### src/rtl/fstat_pkg.sv
package fstat_pkg;
  // counter offsets within a bank
  localparam int IX_FRAG      = 0;
  localparam int IX_JAB       = 1;
  localparam int IX_FCS_ANY   = 2;
  localparam int IX_FCS_SIZED = 3;
  localparam int IX_ERR_CLS   = 4;   // 4..9 : 3*ctrl + class
  localparam int IX_ERR_PAUSE = 10;
  localparam int IX_BIN       = 11;  // 11..18
  localparam int NUM_BINS     = 8;
  localparam int IX_STARTS    = 19;
  localparam int IX_OK_CLS    = 20;  // 20..25
  localparam int IX_OK_PAUSE  = 26;
  localparam int NUM_CNT      = 27;

  // offsets of the wide totals
  localparam logic [7:0] OFF_PAY_LO = 8'h20;
  localparam logic [7:0] OFF_PAY_HI = 8'h21;
  localparam logic [7:0] OFF_FRM_LO = 8'h22;
  localparam logic [7:0] OFF_FRM_HI = 8'h23;

  localparam int HDR_FCS_BYTES = 18;

  typedef enum logic [1:0] {
    CLS_UNI   = 2'd0,
    CLS_MULTI = 2'd1,
    CLS_BCAST = 2'd2,
    CLS_NONE  = 2'd3
  } addr_cls_e;
endpackage

### src/rtl/fstat_classify.sv
module fstat_classify
  import fstat_pkg::*;
#(
  parameter int LEN_W   = 16,
  parameter int MAX_LEN = 9600
) (
  input  logic                fr_valid,
  input  logic [LEN_W-1:0]    fr_len,
  input  logic                fr_fcs_err,
  input  logic [1:0]          fr_cls,
  input  logic                fr_ctrl,
  input  logic                fr_pause,
  input  logic                fr_jabber,
  input  logic                fr_fragment,
  output logic [NUM_CNT-1:0]  inc,
  output logic [LEN_W-1:0]    pay_add,
  output logic [LEN_W-1:0]    frm_add
);
  localparam logic [LEN_W-1:0] L64  = LEN_W'(64);
  localparam logic [LEN_W-1:0] LMAX = LEN_W'(MAX_LEN);
  localparam logic [LEN_W-1:0] LHDR = LEN_W'(HDR_FCS_BYTES);

  logic errored;
  logic sized;
  logic [NUM_BINS-1:0] bin_hit;

  assign errored = fr_fcs_err | fr_jabber | fr_fragment;
  assign sized   = (fr_len >= L64) && (fr_len <= LMAX);

  // length bins, one-hot or empty
  always_comb begin
    bin_hit = '0;
    if (fr_len == L64)                                bin_hit[0] = 1'b1;
    else if (fr_len > L64  && fr_len <= LEN_W'(127))  bin_hit[1] = 1'b1;
    else if (fr_len >= LEN_W'(128)  && fr_len <= LEN_W'(255))  bin_hit[2] = 1'b1;
    else if (fr_len >= LEN_W'(256)  && fr_len <= LEN_W'(511))  bin_hit[3] = 1'b1;
    else if (fr_len >= LEN_W'(512)  && fr_len <= LEN_W'(1023)) bin_hit[4] = 1'b1;
    else if (fr_len >= LEN_W'(1024) && fr_len <= LEN_W'(1518)) bin_hit[5] = 1'b1;
    else if (fr_len >= LEN_W'(1519) && fr_len <= LMAX)         bin_hit[6] = 1'b1;
    else if (fr_len > LMAX)                                    bin_hit[7] = 1'b1;
  end

  always_comb begin
    inc = '0;
    if (fr_valid) begin
      inc[IX_FRAG]      = fr_fragment;
      inc[IX_JAB]       = fr_jabber;
      inc[IX_FCS_ANY]   = fr_fcs_err;
      inc[IX_FCS_SIZED] = fr_fcs_err & sized & ~fr_fragment & ~fr_jabber;
      inc[IX_STARTS]    = 1'b1;
      for (int b = 0; b < NUM_BINS; b++) inc[IX_BIN + b] = bin_hit[b];
      if (fr_pause) begin
        if (errored) inc[IX_ERR_PAUSE] = 1'b1;
        else         inc[IX_OK_PAUSE]  = 1'b1;
      end else begin
        for (int c = 0; c < 3; c++) begin
          if (fr_cls == 2'(c)) begin
            if (errored) inc[IX_ERR_CLS + (fr_ctrl ? 3 : 0) + c] = 1'b1;
            else         inc[IX_OK_CLS  + (fr_ctrl ? 3 : 0) + c] = 1'b1;
          end
        end
      end
    end
  end

  always_comb begin
    pay_add = '0;
    frm_add = '0;
    if (fr_valid && !errored) begin
      frm_add = fr_len;
      pay_add = (fr_len >= LHDR) ? (fr_len - LHDR) : '0;
    end
  end
endmodule

### src/rtl/fstat_acc.sv
module fstat_acc #(
  parameter int W  = 32,
  parameter int IW = 1
) (
  input  logic          clk,
  input  logic          rst_n,
  input  logic          clr,
  input  logic [IW-1:0] add,
  output logic [W-1:0]  q
);
  logic [W:0]   sum;
  logic [W-1:0] q_nxt;
  logic         q_en;

  always_comb begin
    sum   = {1'b0, q} + (W+1)'(add);
    q_en  = clr | (add != '0);
    if (clr)         q_nxt = '0;
    else if (sum[W]) q_nxt = '1;
    else             q_nxt = sum[W-1:0];
  end

  always_ff @(posedge clk or negedge rst_n) begin
    if (!rst_n)    q <= '0;
    else if (q_en) q <= q_nxt;
  end
endmodule

### src/rtl/frame_stats_bank.sv
module frame_stats_bank
  import fstat_pkg::*;
#(
  parameter int          DATA_W    = 32,
  parameter int          CNT_W     = 32,
  parameter int          OCT_W     = 40,
  parameter int          LEN_W     = 16,
  parameter int          MAX_LEN   = 9600,
  parameter logic [15:0] BANK_BASE = 16'h0800
) (
  input  logic              clk,
  input  logic              rst_n,
  input  logic              fr_valid,
  input  logic [LEN_W-1:0]  fr_len,
  input  logic              fr_fcs_err,
  input  logic [1:0]        fr_cls,
  input  logic              fr_ctrl,
  input  logic              fr_pause,
  input  logic              fr_jabber,
  input  logic              fr_fragment,
  input  logic              clr_all,
  input  logic              rd_en,
  input  logic [15:0]       rd_addr,
  output logic [DATA_W-1:0] rd_data
);
  localparam int HI_W = OCT_W - DATA_W;

  logic                          rst_meta_n, rst_s_n;
  logic [NUM_CNT-1:0]            inc;
  logic [LEN_W-1:0]              pay_add, frm_add;
  logic [NUM_CNT-1:0][CNT_W-1:0] cnt_q;
  logic [OCT_W-1:0]              pay_q, frm_q;
  logic [DATA_W-1:0]             pay_hi_q, frm_hi_q, pay_hi_nxt, frm_hi_nxt;
  logic [DATA_W-1:0]             rd_nxt;
  logic                          hit;
  logic [7:0]                    off;

  // reset: asserted asynchronously, released on the clock
  always_ff @(posedge clk or negedge rst_n) begin
    if (!rst_n) begin
      rst_meta_n <= 1'b0;
      rst_s_n    <= 1'b0;
    end else begin
      rst_meta_n <= 1'b1;
      rst_s_n    <= rst_meta_n;
    end
  end

  fstat_classify #(.LEN_W(LEN_W), .MAX_LEN(MAX_LEN)) i_classify (
    .fr_valid, .fr_len, .fr_fcs_err, .fr_cls, .fr_ctrl, .fr_pause,
    .fr_jabber, .fr_fragment, .inc, .pay_add, .frm_add
  );

  for (genvar g = 0; g < NUM_CNT; g++) begin : g_cnt
    fstat_acc #(.W(CNT_W), .IW(1)) i_cnt (
      .clk, .rst_n(rst_s_n), .clr(clr_all), .add(inc[g]), .q(cnt_q[g])
    );
  end

  fstat_acc #(.W(OCT_W), .IW(LEN_W)) i_pay (
    .clk, .rst_n(rst_s_n), .clr(clr_all), .add(pay_add), .q(pay_q)
  );
  fstat_acc #(.W(OCT_W), .IW(LEN_W)) i_frm (
    .clk, .rst_n(rst_s_n), .clr(clr_all), .add(frm_add), .q(frm_q)
  );

  assign hit = (rd_addr[15:8] == BANK_BASE[15:8]);
  assign off = rd_addr[7:0];

  always_comb begin
    rd_nxt     = '0;
    pay_hi_nxt = pay_hi_q;
    frm_hi_nxt = frm_hi_q;
    if (hit) begin
      for (int i = 0; i < NUM_CNT; i++)
        if (off == 8'(i)) rd_nxt = DATA_W'(cnt_q[i]);
      case (off)
        OFF_PAY_LO: begin
          rd_nxt     = pay_q[DATA_W-1:0];
          pay_hi_nxt = DATA_W'(pay_q[OCT_W-1:DATA_W]);
        end
        OFF_PAY_HI: rd_nxt = pay_hi_q;
        OFF_FRM_LO: begin
          rd_nxt     = frm_q[DATA_W-1:0];
          frm_hi_nxt = DATA_W'(frm_q[OCT_W-1:DATA_W]);
        end
        OFF_FRM_HI: rd_nxt = frm_hi_q;
        default: ;
      endcase
    end
  end

  always_ff @(posedge clk or negedge rst_s_n) begin
    if (!rst_s_n) begin
      rd_data  <= '0;
      pay_hi_q <= '0;
      frm_hi_q <= '0;
    end else if (rd_en) begin
      rd_data  <= rd_nxt;
      pay_hi_q <= pay_hi_nxt;
      frm_hi_q <= frm_hi_nxt;
    end
  end

  initial begin
    if (HI_W < 1 || HI_W > DATA_W) $error("OCT_W must lie in DATA_W+1..2*DATA_W");
    if (CNT_W > DATA_W)            $error("CNT_W must not exceed DATA_W");
  end
endmodule

### config.mk
export PLATFORM = sky130hd
export DESIGN_NAME = frame_stats_bank
export DESIGN_NICKNAME = d
export VERILOG_FILES = /design/src/rtl/fstat_pkg.sv /design/src/rtl/fstat_classify.sv /design/src/rtl/fstat_acc.sv /design/src/rtl/frame_stats_bank.sv
export SDC_FILE = /design/constraint.sdc
export NUM_CORES = 2
export LEC_CHECK = 0
export CORE_AREA = 2 2 498 500
export DETAILED_ROUTE_END_ITERATION = 10
export DIE_AREA = 0 0 500 502
export MAX_ROUTING_LAYER = met4
export PLACE_DENSITY_LB_ADDON = 0.1
export SLEW_MARGIN = 10
export SYNTH_ARGS = -nofsm -noshare
export SYNTH_HDL_FRONTEND = slang
export SYNTH_SLANG_ARGS = --single-unit
### constraint.sdc
create_clock -name clk -period 30.6 [get_ports clk]
set_input_delay 4.59 -clock clk [delete_from_list [all_inputs] [get_ports clk]]
set_output_delay 4.59 -clock clk [all_outputs]
set_load 0.1 [all_outputs]
==> impl_results.md <==
* Status: finished, final reports clean
* XOR/XNOR Fraction of Synth Area at 0.004962
* Clk_lat worst skew at 0.82 ns
* Critical Path Sink Type: flip-flop
* Worst r2r path cells at 9
* Synth Area in Simple Gates at 0.2576
* Hold Vio Cnt, Final at 0
* RSZ-0062 raised after global routing: false
* First-pass GRT wire length at 458900 µm
* Post-DP Area at 0.06758 mm²
* DPL Wire Length at 235200 µm
* P&R area growth vs syn at 13.64%
* Routed WL per cell at 29.60 µm
* Max frequency at 96.68 MHz
* Io pins at 76
* Syn Area/Cell at 8.266 µm²
* Initial antenna violation count at 13
* Global route total overflow at 0
* WL final at 322100 µm
* FFs w/ async S/R, synth at 1.000
* Slew Limit Fails at 0
* Row count at 182
* Final estimated routing congestion in global placement at 0.9418
* Min Tclk post-route at 10.34 ns
* Postcts setup bufs at 0
* Adder-Cell Fraction of Synth Area at 0.01816
* Cell Area, Synth at 0.06354 mm²
* Post-CTS sizing at 0
* Layout Nets at 7671
* Clock transition at path regs at 0.06 ns
* Port bufs at 75
* Leak at 27.00 nW
* DIE WIDTH at 500 µm
* CTS tree: built
* Clock sink count at 994
* Hold buffers post-CTS at 0
* Crit path DAT at 11.07 ns
* Synth area leader: dfrtp_1
* Yosys warns at 0
* H-tree levels at 4
* Worst setup SP type: input pin
* Cts bufs inserted at 140
* Top post-synthesis cells by area: dfrtp_1 (39%), nor2_1 (6.5%), a211oi_1 (5.1%), nand3_1 (3.7%), a21oi_1 (3.7%)
* Synth top area share at 0.3915
* Cell variety after synth at 104
* CP Max Fanout at 35
* Syn Inst Count at 7687
* Max IR drop VDD at 57.16 µV
* Final setup violation count at 0
* Flip-flop and latch count after synthesis at 994
* Largest net degree at the start of global routing at 130
* Mux share of post-synthesis cell area at 0.03755
* Antenna-violating nets left at 0
* Largest family of logic cells by synthesized area: simple AND/OR/NAND/NOR gates
* Ys flop type: dfrtp_1
* Clock buffer depth at 3
* GR Util All Layers at 0.2564
* GR met1 Demand/Resource at 0.3474
* Layout cell share with drive strength beyond 1 at 0.07111
* WP data required at 31.32 ns
* Number of global-route vias before repair at 59170
* Setup TNS at 0 ns
* Initial Util at 0.2591
* Sequential area share after synthesis at 0.3915
* Worst-case clock skew at 0.03267 ns
* Post-synth EDFFs at 0
* Post-synth net total at 7822
* Worst Path Class, Setup: input pin to flip-flop
* Hold-critical path depth at 0
* Die height at 502 µm
* Slew margin rel. at 0.09379
* Max-cap violation count at 0
* Hold WC Path Type: flip-flop to flip-flop
* Worst slew pin tran at 1.345 ns
* Top-count cell post-synth: nor2_1
* PD cells at 43.74 mW/mm²
* Top Usage Layer GRT: met2
* Fin area at 0.07221 mm²
* Vias at 64110
* Vias per cell at 5.893
* Global Route met2 Usage at 0.3889
* Drt initial violations at 6634
* Met3 Use GR at 0.03719
* Most instantiated cells after synthesis: nor2_1 (1102), dfrtp_1 (994), nand2_1 (595), nand3_1 (468), a21oi_1 (467)
* Die Footprint at 0.2510 mm²
* Std-Cell Core Area at 0.2453 mm²
* Post-synthesis compound-gate area fraction at 0.2493
* Period utilization at 0.3380
* Root buffer cell: clkbuf_16
* Drt first pass iters at 6
* DRC violations left at 0
## routing by layer
metal | part of all wire | wire, µm
met1 | 0.45 | 144300
met2 | 0.45 | 145100
met3 | 0.062 | 19930
met4 | 0.040 | 12760
met5 | 0 | 0
## state kept, by name, indices dropped and copies added, names as in the netlist
register,cells
rst_meta_n,1
frm_hi_q,8
g_cnt.i_cnt.q,864
i_frm.q,40
rd_data,32
i_pay.q,40
pay_hi_q,8
rst_s_n,1
## worst max-delay path, stage by stage
cell,delay (ns)
buf_2,0.08
buf_4,0.44
nand2_1,0.59
or3_1,0.79
or4_1,1.09
inv_2,0.65
ha_1,0.30
nand4_1,0.24
nor4_1,0.84
nor2b_1,0.37
nand2_1,0.18
nor2_1,0.24
nand4_1,0.16
a211o_1,0.28
a21oi_1,0.12
## power breakdown
group          switching, mW  internal (mW)
clock                  0.704          0.977
sequential           0.00601           1.32
combinational          0.123         0.0303
total                  0.833           2.33
## area by class of cell
class / count / area (µm²)
Antenna cell: 9 / 22.52
Timing Repair Buffer: 225 / 1901
Inverter: 139 / 521.8
Tap cell: 3220 / 4029
Sequential cell: 994 / 24880
Clock buffer: 222 / 4234
Multi-Input combinational cell: 6036 / 36260
Clock inverter: 34 / 356.6
Fill cell: 25970 / 173000
## logic make-up after synthesis
| logic type | count (synthesis) |
|---|---|
| other | 1 |
| AND/OR/NAND/NOR | 3383 |
| XOR/XNOR | 36 |
| adder cells (fa/ha/maj) | 91 |
| AO/OA/AOI/OAI | 2309 |
| buffers and inverters | 657 |
| multiplexers | 216 |
| flip-flops | 994 |
## cells in the final DEF, fill, tap and decap left out, types with 82 or more instances in the layout
| master | instances |
|---|---|
| a211oi_1 | 428 |
| inv_1 | 126 |
| a22oi_1 | 117 |
| nand3_1 | 468 |
| buf_4 | 148 |
| o21ai_0 | 366 |
| a221oi_1 | 118 |
| mux2i_1 | 163 |
| a311oi_1 | 161 |
| nand2_1 | 595 |
| dfrtp_1 | 993 |
| and2_1 | 82 |
| nor3_1 | 339 |
| a31oi_1 | 160 |
| clkbuf_16 | 142 |
| and3_1 | 236 |
| a21oi_1 | 467 |
| nor2_1 | 1092 |
| nand4_1 | 199 |
| ha_1 | 89 |
## stage by stage
step / hold slack [ns] / util / total power [mW] / std cells / setup slack (ns)
2_1_floorplan: 0.3312 / - / 1.432 / 7687 / 0.8412
3_3_place_gp: 0.3350 / 0.2755 / 1.502 / 10610 / 19.60
3_5_place_dp: 0.3381 / 0.2755 / 1.501 / 10610 / 19.57
4_1_cts: 0.3510 / 0.2943 / 3.199 / 10870 / 20.40
5_1_grt: 0.3556 / 0.2944 / 3.260 / 10870 / 19.96
6_report: 0.3466 / 0.2944 / 3.158 / 10880 / 20.26
## worst paths after layout
path                                                  start                           endpoint  slack (ns)
max                                                fr_valid   g_cnt[3].i_cnt.q[29]$_DFFE_PN0P_       20.26
min                                    rst_meta_n$_DFF_PN0_                  rst_s_n$_DFF_PN0_        0.35
max reg2reg                g_cnt[10].i_cnt.q[0]$_DFFE_PN0P_  g_cnt[10].i_cnt.q[23]$_DFFE_PN0P_       26.31
min reg2reg                            rst_meta_n$_DFF_PN0_                  rst_s_n$_DFF_PN0_        0.35
max in group asynchronous                 rst_s_n$_DFF_PN0_            i_pay.q[25]$_DFFE_PN0P_       26.40
min in group asynchronous                 rst_s_n$_DFF_PN0_   g_cnt[0].i_cnt.q[14]$_DFFE_PN0P_        0.36
No activity file was read; power rests on OpenSTA's default activity.
